==> src/rtl/bsram_pkg.sv <==
package bsram_pkg;

  typedef enum logic [2:0] {
    OP_DESEL    = 3'd0,
    OP_START_RD = 3'd1,
    OP_START_WR = 3'd2,
    OP_STEP     = 3'd3,
    OP_HOLD     = 3'd4
  } cyc_op_e;

  // Low address bits of burst beat cnt starting from base.
  function automatic logic [1:0] beat_low(input logic [1:0] base,
                                          input logic [1:0] cnt,
                                          input logic       ilv);
    beat_low = ilv ? (base ^ cnt) : (base + cnt);
  endfunction

endpackage

==> src/rtl/bsram_cmd_decode.sv <==
module bsram_cmd_decode
  import bsram_pkg::*;
#(
  parameter int LANES = 2
) (
  input  logic             cs0_n,
  input  logic             cs1,
  input  logic             cs2_n,
  input  logic             start_cpu_n,
  input  logic             start_ctl_n,
  input  logic             next_n,
  input  logic             wr_all_n,
  input  logic             lane_wr_en_n,
  input  logic [LANES-1:0] lane_sel_n,
  output cyc_op_e          op,
  output logic [LANES-1:0] we,
  output logic             rd_req
);

  logic [LANES-1:0] lane_req;
  logic             selected;
  logic             cpu_taken;
  logic             any_wr;
  logic             wr_allowed;

  // Per-lane request: global write overrides the lane enables.
  for (genvar i = 0; i < LANES; i++) begin : g_lane
    assign lane_req[i] = !wr_all_n || (!lane_wr_en_n && !lane_sel_n[i]);
  end

  always_comb begin
    selected  = !cs0_n && cs1 && !cs2_n;
    cpu_taken = !start_cpu_n && !cs0_n;
    any_wr    = |lane_req;

    if (cpu_taken) begin
      op = selected ? OP_START_RD : OP_DESEL;
    end else if (!start_ctl_n) begin
      if (!selected)   op = OP_DESEL;
      else if (any_wr) op = OP_START_WR;
      else             op = OP_START_RD;
    end else if (!next_n) begin
      op = OP_STEP;
    end else begin
      op = OP_HOLD;
    end

    wr_allowed = (op == OP_START_WR) || (op == OP_STEP) || (op == OP_HOLD);
    we         = wr_allowed ? lane_req : '0;
    rd_req     = (op == OP_START_RD) ||
                 (((op == OP_STEP) || (op == OP_HOLD)) && !any_wr);
  end

endmodule

==> src/rtl/bsram_burst_addr.sv <==
module bsram_burst_addr
  import bsram_pkg::*;
#(
  parameter int AW = 6
) (
  input  logic          clk,
  input  logic          rst_n,
  input  cyc_op_e       op,
  input  logic [AW-1:0] ext_addr,
  input  logic          ilv,
  output logic [AW-1:0] addr_use,
  output logic [AW-1:0] addr_q
);

  localparam int CB = 2;

  logic [AW-1:0] base_q, base_d;
  logic [CB-1:0] cnt_q, cnt_d;
  logic          base_en;

  // Next-state logic
  always_comb begin
    base_en = 1'b0;
    base_d  = base_q;
    cnt_d   = cnt_q;
    unique case (op)
      OP_START_RD, OP_START_WR: begin
        base_en = 1'b1;
        base_d  = ext_addr;
        cnt_d   = '0;
      end
      OP_STEP: cnt_d = cnt_q + 1'b1;
      default: cnt_d = cnt_q;
    endcase
  end

  always_comb begin
    if (base_en)
      addr_use = ext_addr;
    else
      addr_use = {base_q[AW-1:CB], beat_low(base_q[CB-1:0], cnt_d, ilv)};
  end

  assign addr_q = {base_q[AW-1:CB], beat_low(base_q[CB-1:0], cnt_q, ilv)};

  // Registers
  always_ff @(posedge clk or negedge rst_n) begin
    if (!rst_n) begin
      base_q <= '0;
      cnt_q  <= '0;
    end else begin
      if (base_en) base_q <= base_d;
      cnt_q <= cnt_d;
    end
  end


  hold_addr_chk: assert property (@(posedge clk) disable iff (!rst_n)
    (op == OP_HOLD) |=> $stable(addr_q));


  linear_step_chk: assert property (@(posedge clk) disable iff (!rst_n)
    (op == OP_STEP && !ilv) |=>
      (ilv || (addr_q[CB-1:0] == $past(addr_q[CB-1:0]) + 2'd1 &&
               addr_q[AW-1:CB] == $past(addr_q[AW-1:CB]))));

endmodule

==> src/rtl/bsram_lane_array.sv <==
module bsram_lane_array #(
  parameter int AW    = 6,
  parameter int LANES = 2,
  parameter int LW    = 8
) (
  input  logic                clk,
  input  logic [LANES-1:0]    we,
  input  logic [AW-1:0]       waddr,
  input  logic [LANES*LW-1:0] wdata,
  input  logic [AW-1:0]       raddr,
  output logic [LANES*LW-1:0] rdata
);

  localparam int DEPTH = 1 << AW;

  for (genvar i = 0; i < LANES; i++) begin : g_lane
    logic [LW-1:0] mem [DEPTH];

    always_ff @(posedge clk) begin
      if (we[i]) mem[waddr] <= wdata[i*LW +: LW];
    end

    assign rdata[i*LW +: LW] = mem[raddr];
  end

endmodule

==> src/rtl/bsram_out_stage.sv <==
module bsram_out_stage #(
  parameter int DW = 16
) (
  input  logic          clk,
  input  logic          rst_n,
  input  logic          rd_req,
  input  logic [DW-1:0] rdata,
  input  logic          out_en_n,
  output logic [DW-1:0] dout,
  output logic          drive
);

  logic          pend_q, pend_d;
  logic          vld_q, vld_d;
  logic [DW-1:0] data_q;

  always_comb begin
    pend_d = rd_req;
    vld_d  = pend_q;
  end

  always_ff @(posedge clk or negedge rst_n) begin
    if (!rst_n) begin
      pend_q <= 1'b0;
      vld_q  <= 1'b0;
    end else begin
      pend_q <= pend_d;
      vld_q  <= vld_d;
    end
  end

  // Data register has no reset; it loads only for a pending read.
  always_ff @(posedge clk) begin
    if (pend_q) data_q <= rdata;
  end

  assign drive = vld_q && !out_en_n;
  assign dout  = drive ? data_q : '0;


  oe_gate_chk: assert property (@(posedge clk) disable iff (!rst_n)
    drive |-> !out_en_n);

endmodule

==> src/rtl/bsram_cycle_ctl.sv <==
module bsram_cycle_ctl
  import bsram_pkg::*;
#(
  parameter int AW    = 6,
  parameter int LANES = 2,
  parameter int LW    = 8
) (
  input  logic                clk,
  input  logic                rst_n,
  input  logic                cs0_n,
  input  logic                cs1,
  input  logic                cs2_n,
  input  logic                start_cpu_n,
  input  logic                start_ctl_n,
  input  logic                next_n,
  input  logic [AW-1:0]       addr,
  input  logic                burst_ilv,
  input  logic                wr_all_n,
  input  logic                lane_wr_en_n,
  input  logic [LANES-1:0]    lane_sel_n,
  input  logic                out_en_n,
  input  logic [LANES*LW-1:0] dq_in,
  output logic [LANES*LW-1:0] dq_out,
  output logic                dq_drive
);

  localparam int DW = LANES * LW;

  cyc_op_e          op;
  logic [LANES-1:0] we;
  logic             rd_req;
  logic [AW-1:0]    addr_use;
  logic [AW-1:0]    addr_q;
  logic [DW-1:0]    rdata;

  bsram_cmd_decode #(.LANES(LANES)) u_dec (
    .cs0_n        (cs0_n),
    .cs1          (cs1),
    .cs2_n        (cs2_n),
    .start_cpu_n  (start_cpu_n),
    .start_ctl_n  (start_ctl_n),
    .next_n       (next_n),
    .wr_all_n     (wr_all_n),
    .lane_wr_en_n (lane_wr_en_n),
    .lane_sel_n   (lane_sel_n),
    .op           (op),
    .we           (we),
    .rd_req       (rd_req)
  );

  bsram_burst_addr #(.AW(AW)) u_addr (
    .clk      (clk),
    .rst_n    (rst_n),
    .op       (op),
    .ext_addr (addr),
    .ilv      (burst_ilv),
    .addr_use (addr_use),
    .addr_q   (addr_q)
  );

  bsram_lane_array #(.AW(AW), .LANES(LANES), .LW(LW)) u_arr (
    .clk   (clk),
    .we    (we),
    .waddr (addr_use),
    .wdata (dq_in),
    .raddr (addr_q),
    .rdata (rdata)
  );

  bsram_out_stage #(.DW(DW)) u_out (
    .clk      (clk),
    .rst_n    (rst_n),
    .rd_req   (rd_req),
    .rdata    (rdata),
    .out_en_n (out_en_n),
    .dout     (dq_out),
    .drive    (dq_drive)
  );


  desel_release_chk: assert property (@(posedge clk) disable iff (!rst_n)
    (op == OP_DESEL) |=> ##1 !dq_drive);


  cpu_start_no_write_chk: assert property (@(posedge clk) disable iff (!rst_n)
    (!start_cpu_n && !cs0_n) |-> (we == '0));


  global_write_chk: assert property (@(posedge clk) disable iff (!rst_n)
    (!wr_all_n && op == OP_START_WR) |-> (&we));

endmodule

==> config.mk <==
export PLATFORM = sky130hd
export DESIGN_NAME = bsram_cycle_ctl
export DESIGN_NICKNAME = d
export VERILOG_FILES = /design/src/rtl/bsram_pkg.sv /design/src/rtl/bsram_cmd_decode.sv /design/src/rtl/bsram_burst_addr.sv /design/src/rtl/bsram_lane_array.sv /design/src/rtl/bsram_out_stage.sv /design/src/rtl/bsram_cycle_ctl.sv
export SDC_FILE = /design/constraint.sdc
export NUM_CORES = 1
export LEC_CHECK = 0
export BUFFER_PORTS_ARGS = -buffer_cell sky130_fd_sc_hd__buf_2
export CELL_PAD_IN_SITES_DETAIL_PLACEMENT = 1
export CELL_PAD_IN_SITES_GLOBAL_PLACEMENT = 1
export CORE_MARGIN = 5
export CORE_UTILIZATION = 55
export CTS_BUF_LIST = sky130_fd_sc_hd__clkbuf_4 sky130_fd_sc_hd__clkbuf_8 sky130_fd_sc_hd__clkbuf_16
export CTS_CLUSTER_DIAMETER = 120
export DETAILED_ROUTE_END_ITERATION = 8
export PLACE_DENSITY = 0.89
export SYNTH_ARGS = -nofsm -noshare
export SYNTH_HDL_FRONTEND = slang
export SYNTH_SLANG_ARGS = --single-unit
==> constraint.sdc <==
create_clock -name clk -period 4.2 [get_ports clk]
set_input_delay 0.63 -clock clk [delete_from_list [all_inputs] [get_ports clk]]
set_output_delay 0.63 -clock clk [all_outputs]
set_load 0.01 [all_outputs]
==> flow_summary_export.csv, run 1 <==
group,metric,value,unit
synthesis,synth_flop_cell,"edfxtp_1",
synthesis,synth_edf_count,1040,
sta,fin_crit,3.47,ns
synthesis,synth_fa_ha_area_frac,0.000611,
global_routing,grt_pass1_vias,23475,
worst_setup_path,path_max_fanout,39,
sta,tns,0,ns
layout,seq_area,31500,um^2
sta,finalSetupViolCount,0,
synthesis,synth_mux_area_frac,0.158,
clocking,ctsResizeCount,0,
power_and_ir_drop,netSwitchingFraction,0.300,
power_and_ir_drop,p_int,0.0187,W
min_path,hp-class,"input port to flop",
clocking,clk_latency,0.68,ns
drt,vias,22416,
power_and_ir_drop,powerDensity,572,nW/um^2
floorplan,ios,53,
synthesis,syn_nets,1966,
clocking,cts_setup_buffers,0,
sta,max_clock_freq,288,MHz
floorplan,start_util,0.552,
synthesis,synth_compound_area_frac,0.0180,
drt,drc_errors,0,
min_path,hp-start,"dq_in[9]",
synthesis,ys.warnings.count,0,
synthesis,synth_cells,1928,
status,status,"complete, but fails checks",
global_routing,antenna_found_initial,4,
synthesis,yosysSeqAreaShare,0.769,
clocking,holdBufCountCts,1,
worst_setup_path,crit_slowest_cell,"buf_4",
sta,slew_headroom,-0.0169,
power_and_ir_drop,seqPwrFrac,0.444,
clocking,htreeDepth,3,
worst_setup_path,cp_data_required_time,4.61,ns
sta,worstMarginPinSlew,1.52,ns
global_routing,grtUsageTotal,0.303,
worst_setup_path,worst_r2r_path_depth,8,
floorplan,row_count,100,
clocking,numCtsBuffers,101,
power_and_ir_drop,power_frac_comb,0.225,
worst_setup_path,worstPathArrival,3.88,ns
drt,wl_met2,58100,um
worst_setup_path,startpoint_type,"flop",
placement,hpwl,70000,um
drt,dr.pass1.iters,6,
worst_setup_path,path_buf_inv,2,
clocking,clock-sinks,1050,
synthesis,ys_ff_latch,1050,
worst_setup_path,r2r_slack,0.73,ns
floorplan,core,74200,um^2
synthesis,yosysTopAreaCell,"edfxtp_1",
power_and_ir_drop,irDropWorstVdd,448,uV
worst_setup_path,rr_endpoint,"u_out.data_q[0]",
worst_setup_path,crit_type,"flop to flop",
layout,post-route-util,0.630,
drt,wire_per_inst,36.9,um
min_path,whs_path_depth,1,
layout,layout_common_cells,"edfxtp_1, mux4_2, buf_4, nand2_1, clkbuf_16",
drt,detail-route-antenna-nets,0,
synthesis,synthArstFlopShare,0.00952,
worst_setup_path,reg2reg_from,"u_addr.cnt_q[0]",
floorplan,die_w,283,um
placement,globalplace.congestion,0.913,
worst_setup_path,critical-path-max-stage-delay,0.60,ns
floorplan,die_y,283,um
power_and_ir_drop,clockPowerShare,0.331,
synthesis,synth_area_leaders,"edfxtp_1, mux4_2, mux2i_1",
drt,wl_met3,12400,um
worst_setup_path,crit_family,"buffers and inverters",
status,violations,"capacitance limit, slew limit",
synthesis,syn_area,41000,um^2
drt,via_per_inst,6.96,
sta,setup_slack,0.729,ns
power_and_ir_drop,p_leak,15.1,nW
worst_setup_path,setup.worst_path.start,"u_addr.cnt_q[0]",
layout,syn_to_final_growth,14.2,%
worst_setup_path,end_kind,"flop",
layout,multi_input_area,8990,um^2
layout,num-fill-cells,6035,
placement,place_ws,0.175,ns
drt,met1Wirelength,41900,um
synthesis,synth_xor_area_frac,0.00162,
clocking,cts-root-buf,"clkbuf_16",
worst_setup_path,cp_common_cell,"buf_4",
sta,whs,0.160,ns
clocking,cts_tree,"yes",
sta,fin_crit_sh,0.826,
global_routing,grt_max_degree,78,
drt,topRoutingLayerUsed,"met5",
power_and_ir_drop,power_switching,0.00802,W
min_path,min_to,"u_arr.g_lane[1].mem[59][1]",
placement,numPortBuffers,52,
power_and_ir_drop,p_total,0.0267,W
drt,wirelength,119000,um
synthesis,synth_top_family_by_area,"multiplexers",
clocking,path_clk_slew,0.07,ns
layout,layout_commonest_cell,"edfxtp_1",
global_routing,grt_overflow,0,
floorplan,fp.dieArea,80000,um^2
sta,clock_skew,0.0285,ns
sta,drv_slew,10,
worst_setup_path,crit_chain,"ha_4, nor2b_1, xnor2_2, buf_4, buf_4, mux2i_1, a32oi_1, and4_1",
synthesis,synth.distinct_cells,44,
synthesis,syn_avg_cell_area,21.2,um^2
run,cap_violations,1,
sta,rsz0062_at_grt,"no",
clocking,clock_path_buffers,3,
layout,layout-drive-gt1-share,0.303,
layout,finalNetCount,2212,
drt,drtIter0Drc,3144,
synthesis,synthSimpleGateAreaFrac,0.0403,
synthesis,synth_top_area_share,0.763,
sta,hold_viol_final,0,
global_routing,grt_pass1_wl,174000,um
-- layer usage --
metal / GRT usage / vias to the layer above
met4: 0.140 / 6
met2: 0.488 / 1811
met3: 0.0596 / 369
li1: - / 8525
met5: 0 / -
met1: 0.409 / 11705
-- registers in the layout (all words and copies together), names as in the netlist --
name              flops
u_out.pend_q          1
u_arr.g_lane.mem   1024
u_out.vld_q           1
u_addr.cnt_q          2
u_out.data_q         16
u_addr.base_q         6
-- cells in the mapped netlist (all sizes together) (2+ instances only) --
cell	count
mux4	256
a211oi	2
and2	18
mux2i	67
edfxtp	1040
nor3b	2
nor2	81
nor3	67
nand4b	2
o2111ai	4
ha	2
nand3	17
a32oi	64
xor2	2
xnor2	3
inv	4
o21ai	6
and4	16
clkbuf	42
nand2	148
dfrtp	10
buf	60
a21oi	3
nand2b	2
nor2b	3
-- worst max-delay path by stage --
stage                                       endpoint  slack (ns)  cells past startpoint
after floorplan           u_arr.g_lane[1].mem[16][0]        0.16                     13
after global placement    u_arr.g_lane[0].mem[49][7]        0.41                     13
after detailed placement   u_arr.g_lane[0].mem[2][0]        0.18                     13
after CTS                            u_out.data_q[0]        0.78                      8
after global routing                 u_out.data_q[0]        0.65                      8
final                                u_out.data_q[0]        0.73                      8
-- layout make-up --
class / count / area share
Clock buffer: 119 / 0.0577
Tap cell: 969 / 0.0259
Sequential cell: 1050 / 0.673
Clock inverter: 62 / 0.00998
Multi-Input combinational cell: 771 / 0.192
Timing Repair Buffer: 245 / 0.0401
Inverter: 5 / 0.000428
Antenna cell: 2 / 0.000107
-- per-stage QoR --
| stage | cell area [um^2] | cells |
|---|---|---|
| 5_1_grt | 46700 | 3221 |
| 6_report | 46700 | 3223 |
| 4_1_cts | 46700 | 3221 |
| 3_5_place_dp | 43600 | 3039 |
| 2_1_floorplan | 41000 | 1928 |
| 3_3_place_gp | 43600 | 3039 |
-- worst register-to-register path, cell delays in order (launching register included) --
cell	delay [ns]
dfrtp_1	0.47
ha_4	0.18
nor2b_1	0.46
xnor2_2	0.23
buf_4	0.60
buf_4	0.53
mux2i_1	0.32
a32oi_1	0.15
and4_1	0.27
-- power groups by stage --
stage	clock network, W	logic, W	registers, W
2_1_floorplan	0	0.00361	0.0120
3_3_place_gp	0	0.00544	0.0121
3_5_place_dp	0	0.00572	0.0121
4_1_cts	0.00893	0.00593	0.0119
5_1_grt	0.00951	0.00615	0.0119
6_report	0.00885	0.00602	0.0119
-- cell families (layout without fill, tap and decap cells) --
| kind of cell | count (synthesis) | after routing |
|---|---|---|
| flip-flops | 1050 | 1050 |
| buffers and inverters | 107 | 431 |
| multiplexers | 324 | 324 |
| other | 0 | 2 |
| AO/OA/AOI/OAI | 82 | 82 |
| adder cells (fa/ha/maj) | 2 | 2 |
| XOR/XNOR | 5 | 5 |
| AND/OR/NAND/NOR | 358 | 358 |
Note: power is estimated with default switching activity, not from simulation.
==> inputs of run 2 (changes only) <==
Clock period 4.2 ns to 3.2 ns, I/O delays scaled along.
==> run 2 against run 1 <==
Effect of this change: the flow now finishes without violations; register-to-register slack worse by 0.65 ns; clock power grew 44%; die area is the same.
==> flow_summary_export.csv, run 2 (same netlist as run 1, synthesis figures left out) <==
group,metric,value,unit
drt,wirelength,129000,um
layout,finalNonFillerCells,3327,
power_and_ir_drop,irDropWorstVdd,599,uV
placement,dp.cells,3142,
clocking,clk_latency,0.70,ns
floorplan,ios,53,
sta,max_clock_freq,321,MHz
global_routing,antenna_found_initial,4,
global_routing,grtUsageTotal,0.327,
worst_setup_path,r2r_slack,0.08,ns
floorplan,die_w,283,um
worst_setup_path,crit_family,"simple AND/OR/NAND/NOR gates",
sta,finalSetupViolCount,0,
run,cap_violations,0,
layout,largest_register_ffs,1024,
drt,wire_per_inst,38.9,um
floorplan,die_y,283,um
layout,reg.largest.list,"u_arr.g_lane.mem: 1024 flops, u_out.data_q: 16 flops, u_addr.base_q: 6 flops",
clocking,clock-sinks,1050,
clocking,htreeDepth,3,
worst_setup_path,worst_r2r_path_depth,8,
layout,layout_common_cells,"edfxtp_1, mux4_2, buf_4, nand2_1, clkbuf_16",
floorplan,core,74200,um^2
sta,rsz0062_at_grt,"no",
layout,post-route-util,0.658,
drt,drtIter0Drc,3671,
worst_setup_path,cp_data_required_time,3.71,ns
clocking,cts_tree,"yes",
global_routing,grt_overflow,0,
drt,vias,23465,
worst_setup_path,reg2reg_from,"u_addr.base_q[0]",
min_path,hp-class,"input port to flop",
sta,whs,0.0991,ns
clocking,path_clk_slew,0.07,ns
layout,finalNetCount,2314,
worst_setup_path,path_buf_inv,2,
placement,numPortBuffers,52,
worst_setup_path,end_kind,"flop",
worst_setup_path,startpoint_type,"flop",
drt,detail-route-antenna-nets,0,
worst_setup_path,worstPathArrival,3.63,ns
drt,dr.pass1.iters,6,
worst_setup_path,crit_chain,"ha_4, nor2b_1, xnor2_2, buf_12, buf_4, nand2_1, a32oi_1, and4_1",
worst_setup_path,cp.depth,8,
layout,num-fill-cells,5817,
sta,fin_crit_sh,0.975,
status,status,"complete, no violations",
global_routing,grt_pass1_vias,24594,
clocking,cts_setup_buffers,0,
clocking,clock_path_buffers,3,
power_and_ir_drop,p_total,0.0376,W
layout,top_register,"u_arr.g_lane.mem",
worst_setup_path,path_max_fanout,20,
drt,drc_errors,0,
worst_setup_path,endpoint,"u_out.data_q[10]",
sta,worstMarginPinSlew,1.26,ns
sta,fin_crit,3.12,ns
power_and_ir_drop,p_leak,16.1,nW
layout,syn_to_final_growth,19.2,%
floorplan,row_count,100,
drt,via_per_inst,7.05,
sta,tns,0,ns
worst_setup_path,crit_slowest_cell,"a32oi_1",
worst_setup_path,crit_type,"flop to flop",
global_routing,grt_pass1_wl,186000,um
global_routing,grt_max_degree,65,
floorplan,start_util,0.552,
floorplan,fp.dieArea,80000,um^2
placement,hpwl,76600,um
worst_setup_path,setup.worst_path.start,"u_addr.base_q[0]",
layout,layout-drive-gt1-share,0.370,
worst_setup_path,critical-path-max-stage-delay,0.52,ns
placement,globalplace.congestion,0.895,
clocking,numCtsBuffers,100,
sta,drv_slew,0,
sta,hold_viol_final,0,
clocking,cts-root-buf,"clkbuf_16",
sta,clock_skew,0.0429,ns
sta,slew_headroom,0.163,
layout,layout_commonest_cell,"edfxtp_1",
power_and_ir_drop,powerDensity,769,nW/um^2
worst_setup_path,rr_endpoint,"u_out.data_q[10]",
[run 2: cell type report]
class | count | area (um^2) | area share
antenna | 3 | 7.51 | 0.000154
clock buffer | 132 | 2820 | 0.0578
clock inverter | 49 | 652 | 0.0134
inverter | 5 | 20.0 | 0.000410
multi-input combinational | 771 | 9530 | 0.195
sequential | 1050 | 31500 | 0.645
tap | 969 | 1210 | 0.0248
timing repair buffer | 348 | 3100 | 0.0634
[run 2: metrics by stage]
stage / setup WS, ns / area (um^2)
global route: 0.0910 / 48800
floorplan: -0.324 / 41600
finish: 0.0801 / 48800
detailed placement: -0.282 / 45300
CTS: 0.0962 / 48800
global placement: -0.173 / 45300
[run 2: timing repair]
action | in CTS | in global routing
gates resized for setup | 0 | 1
hold buffers | 1 | 0
hold endpoints to repair | 10 | 0
endpoints found under the setup margin | 0 | 59
[run 2: worst min path at each step]
| stage | from | end | cells after the start | slack (ns) |
|---|---|---|---|---|
| floorplan | rst_n | u_addr.base_q[0] | 0 | 0.18 |
| global placement | rst_n | u_out.vld_q | 1 | 0.42 |
| detailed placement | rst_n | u_out.vld_q | 1 | 0.41 |
| CTS | addr[1] | u_addr.base_q[1] | 3 | 0.07 |
| global route | addr[1] | u_addr.base_q[1] | 3 | 0.11 |
| finish | addr[1] | u_addr.base_q[1] | 3 | 0.1 |
[run 2: power breakdown]
group	internal, W	leakage (nW)	switching, W
Sequential	0.0154	9.48	0.000164
Combinational	0.00348	4.91	0.00578
Clock	0.00729	1.72	0.00544
Total	0.0262	16.1	0.0114
[run 2: metal layers]
| metal | part of all wire | wire [um] | GRT usage |
|---|---|---|---|
| met4 | 0.057 | 7320 | 0.151 |
| met1 | 0.34 | 43700 | 0.422 |
| met5 | 0.00014 | 18 | 0 |
| met2 | 0.50 | 65100 | 0.546 |
| met3 | 0.10 | 13400 | 0.0663 |
[run 2: worst reg2reg max path, stage by stage (launching register included)]
cell	delay [ns]
dfrtp_1	0.48
ha_4	0.17
nor2b_1	0.46
xnor2_2	0.19
buf_12	0.23
buf_4	0.38
nand2_1	0.13
a32oi_1	0.52
and4_1	0.40
